===== config.mk =====
export PLATFORM = sky130hd
export DESIGN_NAME = pcm_code_converter
export DESIGN_NICKNAME = d
export VERILOG_FILES = /design/src/rtl/pcm_conv_pkg.sv /design/src/rtl/pcm_linear_codec.sv /design/src/rtl/pcm_mulaw_codec.sv /design/src/rtl/pcm_alaw_codec.sv /design/src/rtl/pcm_code_converter.sv
export SDC_FILE = /design/constraint.sdc
export NUM_CORES = 1
export LEC_CHECK = 0
export ABC_CLOCK_PERIOD_IN_PS = 8100
export CAP_MARGIN = 20
export CORE_ASPECT_RATIO = 1.25
export CORE_MARGIN = 1.5
export CORE_UTILIZATION = 35
export CTS_BUF_LIST = sky130_fd_sc_hd__clkbuf_4 sky130_fd_sc_hd__clkbuf_8
export DETAILED_ROUTE_END_ITERATION = 12
export PLACE_DENSITY = 0.58
export SLEW_MARGIN = 40
export SYNTH_ARGS = -nofsm -noshare
export SYNTH_HDL_FRONTEND = slang
export SYNTH_SLANG_ARGS = --single-unit

===== constraint.sdc =====
create_clock -name clk -period 8.1 [get_ports clk]
set_input_delay 2.43 -clock clk [delete_from_list [all_inputs] [get_ports clk]]
set_output_delay 2.43 -clock clk [all_outputs]
set_load 0.05 [all_outputs]

===== src/rtl/pcm_conv_pkg.sv =====
// Package: shared widths, constants and format selectors for the PCM
// code converter. Assumes a 14-bit sample and an 8-bit companded code.
package pcm_conv_pkg;

    localparam int SAMPLE_W = 14;
    localparam int COMP_W   = 8;
    localparam int PAD_W    = SAMPLE_W - COMP_W;
    localparam int SEG_W    = 3;
    localparam int MANT_W   = 4;
    localparam int A_MAG_W  = SAMPLE_W - 2;
    localparam int MU_BIAS  = 33;
    localparam int MU_CLIP  = 8159;
    localparam int A_SEG0_OFS = 2;
    localparam int A_SEGN_OFS = 66;
    localparam logic [COMP_W-1:0] EVEN_MASK = 8'h55;

    typedef enum logic [1:0] {
        FMT_TWOS    = 2'd0,
        FMT_ONES    = 2'd1,
        FMT_SIGNMAG = 2'd2
    } lin_fmt_e;

    typedef enum logic [1:0] {
        LAW_MU      = 2'd0,
        LAW_A_INV   = 2'd1,
        LAW_A_PLAIN = 2'd2
    } comp_fmt_e;

    // Map the two select pins to a linear representation.
    function automatic lin_fmt_e lin_fmt(input logic [1:0] sel);
        if (sel[1])      return FMT_SIGNMAG;
        else if (sel[0]) return FMT_ONES;
        else             return FMT_TWOS;
    endfunction

    // Map the two select pins to a companding law.
    function automatic comp_fmt_e comp_fmt(input logic [1:0] sel);
        if (sel[1])      return LAW_A_PLAIN;
        else if (sel[0]) return LAW_A_INV;
        else             return LAW_MU;
    endfunction

endpackage


===== src/rtl/pcm_linear_codec.sv =====
// Linear codec: converts a two's-complement sample to two's, one's
// complement or sign-magnitude, and converts such a code back. Purely
// combinational. Assumes the most negative input is clipped to the largest
// representable magnitude, and that negative zero decodes to 0.
module pcm_linear_codec
    import pcm_conv_pkg::*;
(
    input  lin_fmt_e              fmt,
    input  logic [SAMPLE_W-1:0]   sample_in,
    input  logic [SAMPLE_W-1:0]   code_in,
    output logic [SAMPLE_W-1:0]   code_out,
    output logic [SAMPLE_W-1:0]   sample_out
);

    localparam logic [SAMPLE_W-1:0] MAX_MAG = {1'b0, {(SAMPLE_W-1){1'b1}}};

    logic                sgn_in;
    logic [SAMPLE_W-1:0] mag_in;
    logic                sgn_code;
    logic [SAMPLE_W-1:0] sm_mag;

    assign sgn_in   = sample_in[SAMPLE_W-1];
    assign sgn_code = code_in[SAMPLE_W-1];
    assign sm_mag   = {1'b0, code_in[SAMPLE_W-2:0]};

    // Encode: clipped magnitude, then the selected representation.
    always_comb begin
        mag_in = sgn_in ? (~sample_in + 1'b1) : sample_in;
        if (mag_in[SAMPLE_W-1]) mag_in = MAX_MAG;
        case (fmt)
            FMT_ONES:    code_out = sgn_in ? ~mag_in : mag_in;
            FMT_SIGNMAG: code_out = {sgn_in, mag_in[SAMPLE_W-2:0]};
            default:     code_out = sample_in;
        endcase
    end

    // Decode: the selected representation back to two's complement.
    always_comb begin
        case (fmt)
            FMT_ONES:    sample_out = sgn_code ? (code_in + 1'b1) : code_in;
            FMT_SIGNMAG: sample_out = sgn_code ? (~sm_mag + 1'b1) : code_in;
            default:     sample_out = code_in;
        endcase
    end

endmodule


===== src/rtl/pcm_mulaw_codec.sv =====
// Mu-255 law codec: biased segment encoder and matching expander.
// Purely combinational. Assumes a 14-bit two's-complement sample;
// the 8-bit code is sent with its segment/mantissa bits inverted.
module pcm_mulaw_codec
    import pcm_conv_pkg::*;
(
    input  logic [SAMPLE_W-1:0] sample_in,
    input  logic [COMP_W-1:0]   code_in,
    output logic [COMP_W-1:0]   code_out,
    output logic [SAMPLE_W-1:0] sample_out
);

    localparam int SEGS = 1 << SEG_W;
    localparam int BASE_BIT = MANT_W + 1;

    logic                    sgn;
    logic [SAMPLE_W-1:0]     mag;
    logic [SAMPLE_W-1:0]     biased;
    logic [SEG_W-1:0]        seg;
    logic [MANT_W-1:0]       mant;
    logic [COMP_W-2:0]       raw;
    logic [COMP_W-1:0]       inv;
    logic [SAMPLE_W-1:0]     expd;
    logic [SAMPLE_W-1:0]     dmag;

    assign sgn = sample_in[SAMPLE_W-1];

    // Encode: clip, bias, find segment, take mantissa, invert.
    always_comb begin
        mag = sgn ? (~sample_in + 1'b1) : sample_in;
        if (mag > SAMPLE_W'(MU_CLIP)) mag = SAMPLE_W'(MU_CLIP);
        biased = mag + SAMPLE_W'(MU_BIAS);
        seg = '0;
        for (int k = 1; k < SEGS; k++) begin
            if (biased[BASE_BIT + k]) seg = SEG_W'(k);
        end
        mant = MANT_W'(biased >> ({1'b0, seg} + 4'd1));
        raw  = biased[SAMPLE_W-1] ? {(COMP_W-1){1'b1}} : {seg, mant};
        code_out = {~sgn, ~raw};
    end

    // Decode: invert, rebuild the biased value, remove the bias, apply sign.
    always_comb begin
        inv  = ~code_in;
        expd = ({{(SAMPLE_W-MANT_W-1){1'b0}}, inv[MANT_W-1:0], 1'b0}
                + SAMPLE_W'(MU_BIAS)) << inv[COMP_W-2:MANT_W];
        dmag = expd - SAMPLE_W'(MU_BIAS);
        sample_out = inv[COMP_W-1] ? (~dmag + 1'b1) : dmag;
    end

endmodule


===== src/rtl/pcm_alaw_codec.sv =====
// A law codec with selectable even-bit inversion. Purely combinational.
// Assumes a 14-bit two's-complement sample; the A-law magnitude is taken
// from the sample halved (floor), negative values using the inverse.
module pcm_alaw_codec
    import pcm_conv_pkg::*;
(
    input  logic                invert_even,
    input  logic [SAMPLE_W-1:0] sample_in,
    input  logic [COMP_W-1:0]   code_in,
    output logic [COMP_W-1:0]   code_out,
    output logic [SAMPLE_W-1:0] sample_out
);

    localparam int SEGS = 1 << SEG_W;

    logic                    pos;
    logic [A_MAG_W-1:0]      mag;
    logic [SEG_W-1:0]        seg;
    logic [SEG_W-1:0]        shift;
    logic [MANT_W-1:0]       mant;
    logic [COMP_W-1:0]       plain;
    logic [COMP_W-1:0]       pc;
    logic [SEG_W-1:0]        dseg;
    logic [SAMPLE_W-1:0]     base;
    logic [SAMPLE_W-1:0]     dmag;

    assign pos = ~sample_in[SAMPLE_W-1];

    // Encode: halved magnitude, segment search, mantissa, optional mask.
    always_comb begin
        mag = pos ? sample_in[SAMPLE_W-2:1] : ~sample_in[SAMPLE_W-2:1];
        seg = '0;
        for (int k = 1; k < SEGS; k++) begin
            if (mag[MANT_W + k]) seg = SEG_W'(k);
        end
        shift = (seg == '0) ? SEG_W'(1) : seg;
        mant  = MANT_W'(mag >> shift);
        plain = {pos, seg, mant};
        code_out = invert_even ? (plain ^ EVEN_MASK) : plain;
    end

    // Decode: remove mask, rebuild magnitude from segment, apply sign.
    always_comb begin
        pc   = invert_even ? (code_in ^ EVEN_MASK) : code_in;
        dseg = pc[COMP_W-2:MANT_W];
        base = {{(SAMPLE_W-MANT_W-2){1'b0}}, pc[MANT_W-1:0], 2'b00};
        if (dseg == '0) dmag = base + SAMPLE_W'(A_SEG0_OFS);
        else            dmag = (base + SAMPLE_W'(A_SEGN_OFS)) << (dseg - 1'b1);
        sample_out = pc[COMP_W-1] ? dmag : (~dmag + 1'b1);
    end

endmodule


===== src/rtl/pcm_code_converter.sv =====
// Top: selects one of six code formats from the mode pins, runs the
// encode and decode paths side by side and registers both results on
// each strobe. Assumes the mode pins are valid in the strobe cycle.
module pcm_code_converter
    import pcm_conv_pkg::*;
(
    input  logic                clk,
    input  logic                rst_n,
    input  logic                in_valid,
    input  logic                code_mode,
    input  logic [1:0]          code_sel,
    input  logic [SAMPLE_W-1:0] tx_sample,
    input  logic [SAMPLE_W-1:0] rx_code,
    output logic                out_valid,
    output logic [SAMPLE_W-1:0] tx_code,
    output logic [SAMPLE_W-1:0] rx_sample
);

    lin_fmt_e            lfmt;
    comp_fmt_e           cfmt;
    logic [SAMPLE_W-1:0] lin_code, lin_smp;
    logic [COMP_W-1:0]   mu_code, a_code;
    logic [SAMPLE_W-1:0] mu_smp, a_smp;
    logic [SAMPLE_W-1:0] enc_nx, dec_nx;

    assign lfmt = lin_fmt(code_sel);
    assign cfmt = comp_fmt(code_sel);

    pcm_linear_codec u_lin (
        .fmt        (lfmt),
        .sample_in  (tx_sample),
        .code_in    (rx_code),
        .code_out   (lin_code),
        .sample_out (lin_smp)
    );

    pcm_mulaw_codec u_mu (
        .sample_in  (tx_sample),
        .code_in    (rx_code[COMP_W-1:0]),
        .code_out   (mu_code),
        .sample_out (mu_smp)
    );

    pcm_alaw_codec u_a (
        .invert_even (cfmt == LAW_A_INV),
        .sample_in   (tx_sample),
        .code_in     (rx_code[COMP_W-1:0]),
        .code_out    (a_code),
        .sample_out  (a_smp)
    );

    // Pick the encode and decode results for the selected format.
    always_comb begin
        if (!code_mode) begin
            enc_nx = lin_code;
            dec_nx = lin_smp;
        end else if (cfmt == LAW_MU) begin
            enc_nx = {{PAD_W{1'b0}}, mu_code};
            dec_nx = mu_smp;
        end else begin
            enc_nx = {{PAD_W{1'b0}}, a_code};
            dec_nx = a_smp;
        end
    end

    // Output registers: load on strobe, flag one cycle later.
    always_ff @(posedge clk) begin
        if (!rst_n) begin
            out_valid <= 1'b0;
            tx_code   <= '0;
            rx_sample <= '0;
        end else begin
            out_valid <= in_valid;
            if (in_valid) begin
                tx_code   <= enc_nx;
                rx_sample <= dec_nx;
            end
        end
    end

endmodule


After elaboration in Yosys (flattened, before gate mapping):

Index checks and enable logic that the tools add are counted.
W data, S select, Z words.

* memories kept: 0
* bits in registers: 29
* word-level logic and storage cells: 72
* latch bits: 0
* memory bits (writable): 0
* ROM bits: 0
* output and inout bits: 29
* input bits: 34

* order comparisons: 1
* $mul: 0
* multiplexer cells: 36
* div/mod/pow operators: 0
* bitwise gates (word level): 11
* shift-type cells: 4
* $add $sub $neg: 12
* reductions and logical operators: 3
* eq/ne operators: 2

Operators by type and width (count)
* $mux W14: 11
* $add A14 B1 Y14 const B: 5
* $pmux W14 S2: 2
* $not A14 Y14: 3
* $mux W7: 4
* $not A13 Y14: 2
* $shl A14 B3 Y14: 2
* $mux W3: 9
* $add A14 B6 Y14 const B: 1
* $gt A14 B13 Y1 const B: 1
* $shr A14 B4 Y4: 1
* $sub A14 B6 Y14 const B: 1
* $mux W13: 1
* $mux W12: 1
* $not A12 Y12: 1
* $shr A12 B3 Y4: 1
* $mux W2: 5
* $add A6 B7 Y8 const B: 1
* $not A4 Y4: 2
* $not A8 Y8: 1
* $add A5 B6 Y7 const B: 1
* $add A6 B2 Y7 const B: 1
* $not A7 Y7: 1
* $logic_not A3 Y1: 2
* 7 further kinds: 9

Logic depth before layout (Yosys ltp):

* word-level depth: 19
* gate-level depth with buffers: 22
* gate-level depth less buffers: 18

Hierarchy:

From an unflattened synthesis, not the netlist that was laid out.

* cell total of the unflattened synthesis: 1078
* area, all modules: 7359.6 sq um

Modules (own cells, without submodules)
* pcm_mulaw_codec: area each 2054.5 sq um, sequential area each 0.0 sq um, instances 1, cells each 301
* pcm_code_converter: area each 1788.0 sq um, sequential area each 580.6 sq um, instances 1, cells each 207
* pcm_alaw_codec: area each 1761.7 sq um, sequential area each 0.0 sq um, instances 1, cells each 285
* pcm_linear_codec: area each 1755.4 sq um, sequential area each 0.0 sq um, instances 1, cells each 285

Least setup slack after synthesis:

Ideal clock, no wire load.

* kind: input to register
* from: input tx_sample[1]
* to: register tx_code[3]
* arrival time: 7.056 ns
* buffers on the path: 4
* library setup time: 0.127 ns
* required time: 7.973 ns
* slack: 0.918 ns
* cell stages on the path: 22
* path through: clkbuf_1 -> inv_1 -> ha_1 -> buf_4 -> or4b_1 -> buf_2 -> o31ai_4 -> xnor2_1 -> or4_4 -> or2_2 -> o21a_1 -> nand2_1 -> ha_1 -> a221oi_2 -> or3_1 -> xnor2_1 -> a221o_1 -> buf_6 -> mux2i_1 -> o22ai_1 -> a2111oi_1 -> nor2_1

* longest elaborated chain between the ends: 19
* elaborated cells on any way between the ends: 27
* those cells by class: add/sub: 3; order compare: 1; shift: 2; mux: 17; bitwise: 4

Ends and longest elaborated chain
* start: declaration: RTL line pcm_code_converter.sv:12 `input logic [SAMPLE_W-1:0] tx_sample,`
* $not A14 Y14: RTL line pcm_linear_codec.sv:28, pcm_mulaw_codec.sv:30
* $add A14 B1 Y14: RTL line pcm_linear_codec.sv:28, pcm_mulaw_codec.sv:30
* $mux W14: RTL line pcm_linear_codec.sv:28, pcm_mulaw_codec.sv:30
* $gt A14 B13 Y1: RTL line pcm_mulaw_codec.sv:31 `if (mag > SAMPLE_W'(MU_CLIP)) mag = SAMPLE_W'(MU_CLIP);`
* $mux W14: RTL line pcm_mulaw_codec.sv:31
* $add A14 B6 Y14: RTL line pcm_mulaw_codec.sv:32 `biased = mag + SAMPLE_W'(MU_BIAS);`
* $mux W1: RTL line pcm_mulaw_codec.sv:35 `if (biased[BASE_BIT + k]) seg = SEG_W'(k);`
* $mux W2 (2 in a row): RTL line pcm_mulaw_codec.sv:35
* $mux W3 (4 in a row): RTL line pcm_mulaw_codec.sv:35
* $add A3 B1 Y4: RTL line pcm_mulaw_codec.sv:37 `mant = MANT_W'(biased >> ({1'b0, seg} + 4'd1));`
* $shr A14 B4 Y4: RTL line pcm_mulaw_codec.sv:37
* $mux W7: RTL line pcm_mulaw_codec.sv:38 `raw = biased[SAMPLE_W-1] ? {(COMP_W-1){1'b1}} : {seg, mant};`
* $not A7 Y7: RTL line pcm_mulaw_codec.sv:39 `code_out = {~sgn, ~raw};`
* $mux W7: RTL line pcm_code_converter.sv:57 `end else if (cfmt == LAW_MU) begin`
* $mux W14 *: RTL line pcm_code_converter.sv:54 `if (!code_mode) begin`
* end signal: assignment: RTL line pcm_code_converter.sv:75 `tx_code <= enc_nx;`
* end: declaration: RTL line pcm_code_converter.sv:15 `output logic [SAMPLE_W-1:0] tx_code,`

Every way passes the cells marked *; elsewhere a longest branch is shown, timed or not.
A chain may end at the register's enable or synchronous reset.

Final worst setup path:

* from: input tx_sample[4]
* to: register tx_code[3]

Same word-level chain as after synthesis.

==> results.toml <==
[floorplanning]
fp.coreArea_um2 = 15700
initial_core_util_pct = 36.0
die-area_um2 = 16900
die_h_um = 145
chipWidth_um = 117
io_pins = 63
rows = 51

[clocking]
cts_setup_buffers = 0
numCtsBuffers = 5
ctsHoldBuffers = 0
clk_latency_ns = 0.27
cts_tree = "built"
clkSinkCount = 29
clk_pin_slew_worst_paths_ns = 0.07
cts_resized = 0
cts.path.max_buffers = 2
cts_root_buf = "clkbuf_8"
h-tree-depth = 2

[logic_synthesis]
synth_area_leader_cell = "dfxtp_1"
netlist_area_um2 = 5660
async_flop_share_pct = 0
synth.distinct_cells = 86
syn_nets = 903
synth-seq-cells = 29
syn_area_per_cell_um2 = 6.61
synth_ff_type = "dfxtp_1"
yosysWarningCount = 0
synth_top_cell_area_share_pct = 10.3
synth_enable_flop_cells = 0
synthCells = 856
synth_area_leaders = "dfxtp_1 10%, xnor2_1 6.5%, a21oi_1 5.9%"
synth_seq_area_share_pct = 10.3

[power]
swShare_pct = 47.5
total_power_mw = 0.799
p_leak_nw = 2.41
intPower_mw = 0.419
p_comb_share_pct = 63.3
pwr_density_cell_nw_per_um2 = 121
clkPwrFrac_pct = 16.6
p_seq_share_pct = 20.1
ir_drop_v = 0.0000701
power_switching_mw = 0.380

[critical_path]
worst_ep_required_time_ns = 8.26
critPathBufInv = 1
slowest_stage = "or4_1"
cp.arrival_ns = 7.87
cp_top_family = "simple AND/OR/NAND/NOR gates"
path_max_fanout = 11
crit_path_end_kind = "register"
path_cells = "clkdlybuf4s50_1 > or4_1 > o41ai_1 > xor2_1 > or4_4 > or2_2 > o21a_1 > nand2_1 > ha_1 > a221oi_2 > or3_1 > xnor2_1 > a221o_1 > mux2i_1 > o22ai_1 > a2111oi_1 > nor2_1"
worst_setup_path_start_kind = "input port"
max_stage_delay_ns = 0.61
crit_type = "in2reg"

[placement]
dpl_worst_slack_ns = 0.227
io_buffers = 62
place_congestion = 0.932
dpl.hpwl_um = 15900

[timing]
grt_setup_unrepaired = "no"
final-hold-violation-count = 0
fin_skew_ns = 0
slew_viol_final = 0
maxSlewHeadroom_pct = 46.7
worst_slack_ns = 0.390
fin_crit_ns = 7.71
post-route-period-util_pct = 95.2
fin_tns_setup_ns = 0
worst_slew_pin_slew_ns = 0.779
max_freq_mhz = 130
setup_violations = 0

[grt]
grtUsageTotal_pct = 24.5
grt_pass1_vias = 6225
grt_first_pass_wirelength_um = 33300
antenna_found_initial = 0
overflow = 0
grt_max_degree = 46

[min_path]
holdCritPathClass = "reg2reg"

[finish]
syn2layout_area_growth_pct = 17.0
antennaDiodeCount = 0
num-fill-cells = 1718
nNetsFinal = 935
drive_gt1_share_pct = 8.89
most-common-layout-cells = "80 x nand2_1, 76 x nor2_1, 66 x a21oi_1, 61 x o21ai_0, 60 x clkdlybuf4s50_1"
mostFrequentLayoutCell = "nand2_1"

[route]
antenna_left = 0
wire_per_inst_um = 19.2
wl_um = 21200
drt_iter0_drc = 631
drcViolationCount = 0
vias = 6654
vias_per_cell = 6.04
first_pass_iters = 5

[run]
cap_violations = 0

[status]
status = "completed"
power groups by stage:
stage	clock [mW]	combinational, mW	sequential [mW]
floorplan	0	0.314	0.202
global placement	0	0.497	0.164
detailed placement	0	0.496	0.164
CTS	0.135	0.498	0.161
global route	0.143	0.545	0.162
finish	0.133	0.506	0.161
state kept, by name, indices dropped and copies added (netlist names):
register	flops
tx_code	14
out_valid	1
rx_sample	14
logic make-up after synthesis:
logic type	count (synthesis)	synth area share, %
compound gates	297	35.7
xor+xnor	62	9.84
fa+ha+maj	13	2.87
buf+inv	100	6.86
flops	29	10.3
mux	32	5.90
simple gates	323	28.5
cells in the mapped netlist, types with 5 or more instances:
| cell | count |
|---|---|
| a31o_2 | 5 |
| a32oi_1 | 5 |
| nand3_1 | 30 |
| xor2_1 | 19 |
| a311oi_1 | 5 |
| o31ai_1 | 9 |
| o21a_1 | 6 |
| o21ai_0 | 61 |
| nand2b_1 | 16 |
| a211oi_1 | 10 |
| mux2i_1 | 30 |
| or3_1 | 9 |
| a21o_1 | 5 |
| inv_1 | 26 |
| xnor2_1 | 42 |
| ha_1 | 13 |
| o211ai_1 | 17 |
| and3_1 | 5 |
| dfxtp_1 | 29 |
| o221ai_1 | 13 |
| buf_1 | 7 |
| clkbuf_1 | 61 |
| nand2_1 | 80 |
| nor2b_1 | 18 |
| and2_1 | 15 |
| nor4_1 | 6 |
| a31oi_1 | 20 |
| a22oi_1 | 6 |
| a21oi_1 | 67 |
| nor3_1 | 26 |
| nor2_1 | 77 |
| nand4_1 | 7 |
| o22ai_1 | 15 |
| or2_2 | 10 |
layer usage:
layer	vias to the layer above	global-route usage (%)	wire length [um]
met1	3115	30.3	8770
met3	57	1.67	776
met2	248	43.0	10600
met4	0	10.3	1020
li1	3234	-	-
met5	-	0	0
through the flow:
| stage | utilization (%) | instances | cell area [um^2] | hold slack [ns] |
|---|---|---|---|---|
| finish | 42.2 | 1101 | 6620 | 0.476 |
| global route | 42.2 | 1101 | 6620 | 0.510 |
| CTS | 42.2 | 1101 | 6620 | 0.477 |
| detailed placement | 41.5 | 1093 | 6520 | 0.465 |
| global placement | 41.6 | 1093 | 6520 | 0.463 |
| floorplan | - | 856 | 5660 | 0.690 |
area by class of cell:
class | instances | area (um^2) | area share (%)
Clock buffer | 7 | 96.3 | 1.46
Clock inverter | 1 | 5.00 | 0.0756
Inverter | 29 | 109 | 1.64
Multi-Input combinational cell | 727 | 4700 | 71.0
Sequential cell | 29 | 581 | 8.77
Tap cell | 212 | 265 | 4.01
Timing Repair Buffer | 96 | 866 | 13.1
worst reg2reg max path: cells and delay by family, from the launching register on:
family	cells	cell delay (ns)
simple gates	2	0.12
compound gates	2	0.24
flops	1	0.34
final timing paths:
kind / startpoint / endpoint / cells after the start / slack, ns
hold / removal: tx_code[6]$_SDFFE_PN0P_ / tx_code[6]$_SDFFE_PN0P_ / 2 / 0.48
setup / recovery: tx_sample[4] / tx_code[3]$_SDFFE_PN0P_ / 17 / 0.39
hold reg to reg: tx_code[6]$_SDFFE_PN0P_ / tx_code[6]$_SDFFE_PN0P_ / 2 / 0.48
setup reg to reg: tx_code[1]$_SDFFE_PN0P_ / tx_code[1]$_SDFFE_PN0P_ / 4 / 7.29
Note: power is estimated with default switching activity, not from simulation.
